[src/rtl/alu_trap.sv]
module alu_trap #(
  parameter int WIDTH = 32,
  parameter int IMM_W = 16
) (
  input  logic [WIDTH-1:0] opnd_a,
  input  logic [WIDTH-1:0] opnd_b,
  input  logic [IMM_W-1:0] imm,
  input  logic             use_imm,
  input  logic [2:0]       op_sel,
  output logic [WIDTH-1:0] result,
  output logic             ovf_trap,
  output logic             wr_en
);
  localparam int EXT_W = WIDTH - IMM_W;
  localparam logic [2:0] OP_ADD  = 3'b000;
  localparam logic [2:0] OP_ADDU = 3'b001;
  localparam logic [2:0] OP_SUB  = 3'b010;
  localparam logic [2:0] OP_SUBU = 3'b011;
  localparam logic [2:0] OP_SLT  = 3'b100;
  localparam logic [2:0] OP_SLTU = 3'b101;

  logic [WIDTH-1:0] imm_ext, b_src, b_add, sum;
  logic             carry, is_sub, ovf_raw, lt_s, lt_u;

  assign imm_ext = {{EXT_W{imm[IMM_W-1]}}, imm};
  assign b_src   = use_imm ? imm_ext : opnd_b;
  assign is_sub  = (op_sel == OP_SUB) || (op_sel == OP_SUBU) ||
                   (op_sel == OP_SLT) || (op_sel == OP_SLTU);
  assign b_add   = is_sub ? ~b_src : b_src;

  assign {carry, sum} = {1'b0, opnd_a} + {1'b0, b_add} + {{WIDTH{1'b0}}, is_sub};

  assign ovf_raw = (opnd_a[WIDTH-1] == b_add[WIDTH-1]) &&
                   (sum[WIDTH-1] != opnd_a[WIDTH-1]);
  assign lt_s = sum[WIDTH-1] ^ ovf_raw;
  assign lt_u = ~carry;

  always_comb begin
    result   = '0;
    ovf_trap = 1'b0;
    wr_en    = 1'b1;
    case (op_sel)
      OP_ADD, OP_SUB: begin
        result   = sum;
        ovf_trap = ovf_raw;
        wr_en    = ~ovf_raw;
      end
      OP_ADDU, OP_SUBU: result = sum;
      OP_SLT:  result = {{(WIDTH-1){1'b0}}, lt_s};
      OP_SLTU: result = {{(WIDTH-1){1'b0}}, lt_u};
      default: wr_en = 1'b0;
    endcase
  end
endmodule


[config.mk]
export PLATFORM = sky130hd
export DESIGN_NAME = alu_trap
export DESIGN_NICKNAME = d
export VERILOG_FILES = /design/src/rtl/alu_trap.sv
export SDC_FILE = /design/constraint.sdc
export NUM_CORES = 1
export LEC_CHECK = 0
export BUFFER_PORTS_ARGS = -buffer_cell sky130_fd_sc_hd__buf_2
export CORE_ASPECT_RATIO = 0.7
export CORE_UTILIZATION = 40
export DETAILED_ROUTE_END_ITERATION = 12
export PLACE_DENSITY = 0.71
export SYNTH_ARGS = -nofsm -noshare
export SYNTH_HDL_FRONTEND = slang
export SYNTH_SLANG_ARGS = --single-unit
[constraint.sdc]
create_clock -name vclk -period 8
set_clock_uncertainty 0.05 [all_clocks]
set_input_delay 1.6 -clock vclk [all_inputs]
set_output_delay 1.6 -clock vclk [all_outputs]
set_load 0.03 [all_outputs]
; ---- Word level (Yosys, flattened, before mapping)
; Cells that the tools add are included.
[totals]
regBits = 0
in_bits = 84
out_inout_bits = 34
word_cells = 26
[classes]
add_sub_neg = 2
eq_ne = 7
muxes = 5
bitwise = 4
n_reduce_logical = 8
[ops]
columns = op, n
row1 = 32-bit one-hot mux with 3 select lines, 1
row2 = 32-bit 2-to-1 mux, 2
row3 = 32-bit by 32-bit adder with 33-bit output, 1
row4 = 33-bit by 1-bit adder with 33-bit output, 1
row5 = 32-bit inverter, 1
row6 = 4-bit OR reduction, 2
row7 = 3-bit by 2-bit == test with 1-bit output (second input constant), 2
row8 = 3-bit == test (second input constant), 2
row9 = 3-bit by 1-bit == test with 1-bit output (second input constant), 1
row10 = 3-bit zero test, 1
row11 = 1-bit logical OR, 3
row12 = 1-bit inverter, 2
row13 = 1-bit one-hot mux with 2 select lines, 1
row14 = 2-bit OR reduction, 1
row15 = 1-bit == test, 1
row16 = 1-bit logical AND, 1
row17 = 1-bit 2-to-1 mux, 1
row18 = 1-bit != test, 1
row19 = 1-bit bitwise XOR, 1

; ---- Depth between registers and ports, before layout
; Gate-level depths: netlist (run 1).
[logic_depth]
ltp_word = 11
mapped_depth = 16

; ---- Least setup slack after synthesis (run 1)
; OpenSTA, ideal clock, no wires.
[synth_path]
kind = input to output
start = in op_sel[2]
end = out result[30]
arrival_ns = 5.577
t_required_ns = 6.350
setup_slack_ns = 0.773
path_stages = 13
path_buffers = 2
cell_sequence = buf_2 > xor2_1 > clkbuf_1 > xnor2_1 > fa_1 > a211oi_1 > o21ai_0 > o221a_2 > a21bo_2 > a21bo_2 > a2111o_1 > and3_1 > nor3_1
[synth_via]
elab_chain_cells = 8
[synth_rtl]
columns = element, line_no
row1 = start: declaration, 9  ; input logic [2:0] op_sel,
row2 = 3-bit by 2-bit == test with 1-bit output, "27, 42"
row3 = 1-bit logical OR (2 in a row), 27  ; assign is_sub = (op_sel == OP_SUB) || (op_sel == OP_SUBU) ||
row4 = 1-bit logical OR, 28  ; (op_sel == OP_SLT) || (op_sel == OP_SLTU);
row5 = 32-bit 2-to-1 mux, 29  ; assign b_add = is_sub ? ~b_src : b_src;
row6 = 32-bit by 32-bit adder with 33-bit output, 31  ; assign {carry, sum} = {1'b0, opnd_a} + {1'b0, b_add} + {{WIDTH{1'b0}}, is_sub};
row7 = 33-bit by 1-bit adder with 33-bit output, 31
row8 = 32-bit one-hot mux with 3 select lines *, 42  ; case (op_sel)
row9 = end: declaration, 10  ; output logic [WIDTH-1:0] result,
; Every way passes the cells marked *; elsewhere a longest branch is shown, timed or not.

; ---- Worst setup path in the final report (run 1)
[layout_path]
start = in op_sel[2]
end = out result[0]
[layout_via]
elab_chain_cells = 11
[layout_rtl]
columns = element, line_no
row1 = 3-bit by 2-bit == test with 1-bit output, "27, 42"
row2 = 1-bit logical OR (2 in a row), 27
row3 = 1-bit logical OR, 28
row4 = 32-bit 2-to-1 mux, 29
row5 = 32-bit by 32-bit adder with 33-bit output, 31
row6 = 33-bit by 1-bit adder with 33-bit output, 31
row7 = 1-bit != test, 34  ; (sum[WIDTH-1] != opnd_a[WIDTH-1]);
row8 = 1-bit logical AND, 33  ; assign ovf_raw = (opnd_a[WIDTH-1] == b_add[WIDTH-1]) &&
row9 = 1-bit bitwise XOR, 35  ; assign lt_s = sum[WIDTH-1] ^ ovf_raw;
row10 = 32-bit one-hot mux with 3 select lines *, 42
; Marks and branches as above.

==> results.sh, run 1 <==
export IMPL_vias=2848
export IMPL_synth_compound_area_share_pct=31.1
export IMPL_drt_initial_drc_count=142
export IMPL_place_hpwl_um=5850
export IMPL_synth_top_cell_area_share_pct=17.8
export IMPL_yosysSeqAreaShare_pct=0
export IMPL_gp_congestion=0.939
export IMPL_row_count=23
export IMPL_power_uw=552
export IMPL_start_kind="input pin"
export IMPL_cp_startpoint="op_sel[2]"
export IMPL_synth_xor_area_share_pct=21.0
export IMPL_die_h_um=67.0
export IMPL_grt_pass1_wl_um=10900
export IMPL_syn_to_final_growth_pct=26.7
export IMPL_cp_arrival_ps=5540
export IMPL_min_period_ps=7190
export IMPL_synth_cell_type_count=52
export IMPL_cp_common_cell="buf_2"
export IMPL_synthAdderAreaFrac_pct=17.9
export IMPL_slew_headroom_pct=50.1
export IMPL_cts_setup_buffers=0
export IMPL_cellPowerDensity_mw_per_mm2=180
export IMPL_setup_viol=0
export IMPL_grt_pass1_vias=2385
export IMPL_rsz0062_at_grt="no"
export IMPL_firstDrtPassIters=5
export IMPL_seq_power_share_pct=0
export IMPL_via_per_inst=5.49
export IMPL_avgSynthCellArea_um2=7.09
export IMPL_whs_ps=3490
export IMPL_min_period_over_period_pct=89.9
export IMPL_slew_viol_final=0
export IMPL_syn_num_nets=459
export IMPL_synth_mux_area_share_pct=6.84
export IMPL_hp_class="in2out"
export IMPL_cts_resized=0
export IMPL_syn_inst=341
export IMPL_drive_above_1_share_pct=30.0
export IMPL_p_switching_uw=334
export IMPL_die_area_mm2=0.00636
export IMPL_dp_cells=519
export IMPL_clock_buffers=0
export IMPL_nFillCells=614
export IMPL_hold_buffers=0
export IMPL_stdcell_count=519
export IMPL_grtUsageTotal_pct=21.1
export IMPL_outcome="finished clean"
export IMPL_antennaDiodeCount=0
export IMPL_finalWirelength_um=6970
export IMPL_synth_top_area_cell="xnor2_1"
export IMPL_port_buffers=118
export IMPL_final_nets=564
export IMPL_hold_viol_final=0
export IMPL_critPathSlowestCell="buf_2"
export IMPL_critPathKind="in2out"
export IMPL_grt_ovfl_total=0
export IMPL_coreArea_mm2=0.00578
export IMPL_synth_top_family_by_area="compound AO/OA/AOI/OAI gates"
export IMPL_yosys_cell_count_top_type="xnor2_1"
export IMPL_p_int_uw=217
export IMPL_yosys_warnings=0
export IMPL_path_depth=13
export IMPL_ant_nets=0
export IMPL_syn_area_mm2=0.00242
export IMPL_setup_tns_ps=0
export IMPL_path_cells="buf_2 -> xor2_4 -> buf_4 -> xnor2_1 -> ha_1 -> a21o_1 -> o41ai_1 -> a21boi_2 -> o41ai_4 -> o21ai_2 -> or4b_1 -> o2111ai_1 -> buf_2"
export IMPL_ios=118
export IMPL_drc_errors=0
export IMPL_p_comb_share_pct=100.0
export IMPL_drv_cap=0
export IMPL_critPathCapture="result[0]"
export IMPL_synth_simple_area_share_pct=19.1
export IMPL_start_util_pct=41.8
export IMPL_antenna_found_initial=0
export IMPL_wl_per_cell_um=13.4
export IMPL_final_core_util_pct=52.9
export IMPL_die_w_um=94.9
export IMPL_cpPeakStageDelay_ps=580
export IMPL_leakagePower_nw=1.52
export IMPL_ir_drop_uv=80.7
export IMPL_fmax_mhz=139
export IMPL_seq_cells=0
export IMPL_p_sw_share_pct=60.6
export IMPL_crit_buf_inv=3
export IMPL_crit_required_ps=6350
export IMPL_final_seq_area_um2=0
export IMPL_critPathCaptureType="primary output"
export IMPL_synth_area_leaders="xnor2_1, ha_1, a21oi_1"
export IMPL_crit_fanout=37
export IMPL_grt_max_degree=38
export IMPL_p_clk_share_pct=0
export IMPL_worst_pin_slew_ps=749
export IMPL_crit_family="compound AO/OA/AOI/OAI gates"
export IMPL_synth_common_cells="xnor2_1, nor2_1, a21oi_1"
-- logic make-up after synthesis --
| family | Yosys count |
|---|---|
| and+or+nand+nor | 99 |
| AOI/OAI and AO/OA | 110 |
| muxes | 16 |
| xor gates and xnor gates | 58 |
| buffers and inverters | 24 |
| adders and majority gates | 34 |
-- layer usage --
metal	global-route usage (%)	part of all wire, %	vias to the layer above
met1	31.7	50	1269
li1	-	-	1454
met3	3.42	8.8	0
met2	32.6	41	125
met5	0	0	-
met4	0.189	0	0
-- power by group through the flow --
stage | clock, mW | combinational [mW] | sequential, mW
after floorplan | 0 | 0.419 | 0
after global placement | 0 | 0.541 | 0
after detailed placement | 0 | 0.546 | 0
after CTS | 0 | 0.549 | 0
after global routing | 0 | 0.604 | 0
final | 0 | 0.552 | 0
-- final cells by class --
type	count	area [um2]	area share (%)
Timing Repair Buffer	120	606	19.8
Tap cell	75	93.8	3.06
Inverter	7	26.3	0.858
Multi-Input combinational cell	317	2340	76.3
-- worst min-delay path: stages --
cell	delay, ps
buf_2	120
nor4_1	50
buf_2	170
-- worst min path at each step --
stage,from,end,slack [ps],cells past startpoint
2_1_floorplan,op_sel[0],ovf_trap,3270,1
3_3_place_gp,op_sel[0],ovf_trap,3480,3
3_5_place_dp,op_sel[0],ovf_trap,3490,3
4_1_cts,op_sel[0],ovf_trap,3490,3
5_1_grt,op_sel[0],ovf_trap,3510,3
6_report,op_sel[0],ovf_trap,3490,3
-- cells in the final DEF, fill, tap and decap left out, types with 3 or more instances in the layout --
| cell type | n |
|---|---|
| a211oi_1 | 4 |
| a21boi_0 | 3 |
| a21o_1 | 15 |
| a21oi_1 | 39 |
| a31oi_1 | 4 |
| and2_1 | 3 |
| and3_1 | 4 |
| buf_2 | 118 |
| ha_1 | 33 |
| inv_1 | 6 |
| mux2i_1 | 15 |
| nand2_1 | 18 |
| nand2b_1 | 4 |
| nand3_1 | 5 |
| nor2_1 | 43 |
| nor2b_1 | 4 |
| nor3_1 | 8 |
| o211ai_1 | 3 |
| o21ai_0 | 14 |
| o21bai_1 | 3 |
| or2_2 | 3 |
| xnor2_1 | 49 |
| xor2_1 | 8 |
-- through the flow --
| step | setup WS, ps | instance area, um2 |
|---|---|---|
| 6_report | 810 | 3060 |
| 5_1_grt | 470 | 3060 |
| 4_1_cts | 793 | 3060 |
| 3_5_place_dp | 805 | 3060 |
| 3_3_place_gp | 918 | 3060 |
| 2_1_floorplan | 773 | 2420 |
No activity file was read; power rests on OpenSTA's default activity.
==> run 2, diff against run 1 <==
--- a/config.mk
+++ b/config.mk
@@ -9,5 +9,6 @@
 export CORE_ASPECT_RATIO = 0.7
-export CORE_UTILIZATION = 40
+export CORE_UTILIZATION = 49
 export DETAILED_ROUTE_END_ITERATION = 12
-export PLACE_DENSITY = 0.71
+export GPL_ROUTABILITY_DRIVEN = 0
+export PLACE_DENSITY = 0.84
 export SYNTH_ARGS = -nofsm -noshare
==> constraint.sdc (replaced) <==
create_clock -name vclk -period 8
set_clock_uncertainty 0.05 [all_clocks]
set_input_delay 0.4 -clock vclk [all_inputs]
set_output_delay 0.4 -clock vclk [all_outputs]
set_load 0.03 [all_outputs]
==> results.sh, run 2 (synthesis gave the netlist of run 1 again) <==
export IMPL_outcome="finished clean"
export IMPL_crit_fanout=37
export IMPL_hold_buffers=0
export IMPL_fmax_mhz=198
export IMPL_setup_tns_ps=0
export IMPL_ant_nets=0
export IMPL_worst_pin_slew_ps=746
export IMPL_slew_headroom_pct=50.2
export IMPL_critPathCaptureType="primary output"
export IMPL_die_area_mm2=0.00522
export IMPL_die_h_um=60.8
export IMPL_ios=118
export IMPL_die_w_um=85.9
export IMPL_antennaDiodeCount=0
export IMPL_final_cell_area_mm2=0.00304
export IMPL_final_nets=563
export IMPL_hold_viol_final=0
export IMPL_coreArea_mm2=0.00453
export IMPL_grtUsageTotal_pct=27.0
export IMPL_syn_to_final_growth_pct=25.9
export IMPL_hp_class="in2out"
export IMPL_power_uw=550
export IMPL_grt_pass1_vias=2526
export IMPL_clock_buffers=0
export IMPL_cts_setup_buffers=0
export IMPL_finalWirelength_um=7050
export IMPL_antenna_found_initial=0
export IMPL_wl_per_cell_um=13.8
export IMPL_drc_errors=0
export IMPL_place_area_mm2=0.00304
export IMPL_start_kind="input pin"
export IMPL_drt_initial_drc_count=112
export IMPL_start_util_pct=53.3
export IMPL_drv_cap=0
export IMPL_setup_viol=0
export IMPL_layout_commonest_cell="buf_2"
export IMPL_min_period_over_period_pct=63.2
export IMPL_cellPowerDensity_mw_per_mm2=181
export IMPL_rsz0062_at_grt="no"
export IMPL_final_seq_area_um2=0
export IMPL_via_per_inst=5.65
export IMPL_firstDrtPassIters=4
export IMPL_nFillCells=410
export IMPL_grt_max_degree=38
export IMPL_grt_ovfl_total=0
export IMPL_critPathKind="in2out"
export IMPL_min_period_ps=5060
export IMPL_crit_required_ps=7550
export IMPL_seq_cells=0
export IMPL_port_buffers=118
export IMPL_grt_pass1_wl_um=11400
export IMPL_slew_viol_final=0
export IMPL_ir_drop_uv=91.0
export IMPL_final_cell_mix="buf_2, xnor2_1, nor2_1"
export IMPL_row_count=20
export IMPL_drive_above_1_share_pct=29.8
export IMPL_cp_arrival_ps=4610
export IMPL_leakagePower_nw=1.52
export IMPL_vias=2876
export IMPL_cts_resized=0
export IMPL_place_hpwl_um=5840
[run 2: cell types whose count changed in the layout (fill, tap and decap cells not counted), sizes merged]
cell	change
buf	-1
[run 2: area by class of cell]
class | instances | area, um2 | share of cell area [%]
inverters | 7 | 26.3 | 0.863
multi-input cells | 317 | 2340 | 76.8
well taps | 66 | 82.6 | 2.71
repair buffers | 119 | 598 | 19.7
[run 2: final timing paths]
kind | start | to | slack [ps] | cells after the start
worst max-delay path | op_sel[2] | result[0] | 2940 | 13
worst min-delay path | op_sel[0] | ovf_trap | 1100 | 3
[run 2: routing by layer]
metal	global-route usage (%)	wire (um)
met1	37.8	3470
met2	47.5	3110
met3	1.63	397
met4	3.81	66
met5	0	0
[run 2: power by group]
| group | leakage, nW | total, mW | switching [mW] | internal (mW) |
|---|---|---|---|---|
| Sequential | 0 | 0 | 0 | 0 |
| Combinational | 1.52 | 0.550 | 0.334 | 0.216 |
| Clock | 0 | 0 | 0 | 0 |
[run 2: through the flow]
step | setup WS [ps] | std cells | utilization, % | hold WS, ps
final | 2940 | 509 | 67.2 | 1100
after global routing | 2680 | 509 | 67.2 | 1110
after CTS | 2950 | 509 | 67.2 | 1100
after detailed placement | 2950 | 509 | 67.2 | 1100
after global placement | 3070 | 509 | 67.2 | 1090
after floorplan | 3170 | 341 | - | 869
[run 2: critical path, cell delays in order]
cell and delay, ps:
buf_2 580, xor2_4 460, buf_4 440, xnor2_1 130, ha_1 370, a21o_1 210, a21o_1 190, a211o_1 340
o41ai_4 470, o21ai_2 170, or4b_1 510, o2111ai_1 90, buf_2 230
==> run 3, diff against run 2 <==
CORE_UTILIZATION = 45   (was 49)
PLACE_DENSITY = 0.82   (was 0.84)
clock period = 4.45 ns   (was 8 ns; I/O delays follow)
==> results.sh, run 3 (synthesis gave the netlist of run 1 again) <==
export IMPL_place_hpwl_um=5830
export IMPL_final_seq_area_um2=0
export IMPL_final_nets=566
export IMPL_grt_ovfl_total=0
export IMPL_ir_drop_uv=184
export IMPL_leakagePower_nw=1.53
export IMPL_final_cell_mix="buf_2, xnor2_1, nor2_1"
export IMPL_cellPowerDensity_mw_per_mm2=324
export IMPL_cts_resized=0
export IMPL_die_h_um=63.3
export IMPL_ios=118
export IMPL_final_core_util_pct=61.9
export IMPL_drc_errors=0
export IMPL_critPathCaptureType="primary output"
export IMPL_layout_commonest_cell="buf_2"
export IMPL_final_cell_area_mm2=0.00307
export IMPL_nFillCells=478
export IMPL_cp_arrival_ps=3750
export IMPL_use_met3_pct=1.70
export IMPL_critPathSlowestCell="clkinv_1"
export IMPL_top_usage_layer="met2"
export IMPL_antennaDiodeCount=0
export IMPL_syn_to_final_growth_pct=27.2
export IMPL_die_area_mm2=0.00567
export IMPL_crit_family="compound AO/OA/AOI/OAI gates"
export IMPL_start_kind="input pin"
export IMPL_power_uw=995
export IMPL_cpPeakStageDelay_ps=480
export IMPL_crit_buf_inv=3
export IMPL_finalWirelength_um=7040
export IMPL_worst_pin_slew_ps=637
export IMPL_die_w_um=89.6
export IMPL_stdcell_count=515
export IMPL_use_met2_pct=38.3
export IMPL_min_period_over_period_pct=90.5
export IMPL_hold_buffers=0
export IMPL_grt_pass1_vias=2519
export IMPL_rsz0062_at_grt="no"
export IMPL_setup_tns_ps=0
export IMPL_firstDrtPassIters=5
export IMPL_vias=2866
export IMPL_grt_pass1_wl_um=11300
export IMPL_outcome="finished clean"
export IMPL_clock_buffers=0
export IMPL_grt_max_degree=37
export IMPL_wl_per_cell_um=13.7
export IMPL_via_per_inst=5.57
export IMPL_hp_class="in2out"
export IMPL_start_util_pct=48.7
export IMPL_path_cells="buf_2 -> clkinv_1 -> a21oi_1 -> xnor2_1 -> ha_1 -> a21oi_1 -> nand2_1 -> nor4_1 -> o21bai_1 -> a31o_2 -> a2111o_1 -> a41o_1 -> o2111ai_1 -> buf_2"
export IMPL_fmax_mhz=248
export IMPL_crit_required_ps=4180
export IMPL_min_period_ps=4030
export IMPL_antenna_found_initial=0
export IMPL_seq_cells=0
export IMPL_drive_above_1_share_pct=30.5
export IMPL_drt_initial_drc_count=208
export IMPL_coreArea_mm2=0.00497
export IMPL_setup_viol=0
export IMPL_drv_cap=0
export IMPL_hold_viol_final=0
export IMPL_slew_headroom_pct=57.5
export IMPL_crit_fanout=17
export IMPL_ant_nets=0
export IMPL_grtUsageMet1_pct=37.4
export IMPL_row_count=21
export IMPL_critPathKind="in2out"
export IMPL_slew_viol_final=0
export IMPL_cts_setup_buffers=0
export IMPL_place_area_mm2=0.00307
export IMPL_dp_cells=515
export IMPL_port_buffers=118
export IMPL_grtUsageTotal_pct=24.3
## run 3: cell types whose count changed in the layout (fill, tap and decap cells not counted), sizes merged
cell  change
buf       +3
## run 3: routing by layer
metal  wire, um  share of wire (%)
met1       3540                 50
met2       3030                 43
met3        474                6.7
met4          0                  0
met5          0                  0
## run 3: where the power goes
part | internal (mW) | switching, mW | leakage, nW
Clock | 0 | 0 | 0
Combinational | 0.393 | 0.603 | 1.53
Sequential | 0 | 0 | 0
## run 3: area by class of cell
cell class | instances | area [um2] | share of cell area, %
Inverter | 7 | 26.3 | 0.855
Multi-Input combinational cell | 317 | 2340 | 76.1
Tap cell | 69 | 86.3 | 2.81
Timing Repair Buffer | 122 | 621 | 20.2
## run 3: path summary, 6_finish.rpt
check                     start         to  slack [ps]  cells after the start
worst max-delay path    use_imm  result[0]         420                     14
worst min-delay path  op_sel[0]   ovf_trap         740                      3
## run 3: tightest hold or removal path, cell delays in order
cell    delay [ps]
buf_2          120
nor4_1          50
buf_2          170
## run 3: through the flow
stage,hold WS [ps],worst slack (ps)
final,739,424
after global routing,752,121
after CTS,736,434
after detailed placement,734,432
after global placement,726,554
after floorplan,514,177
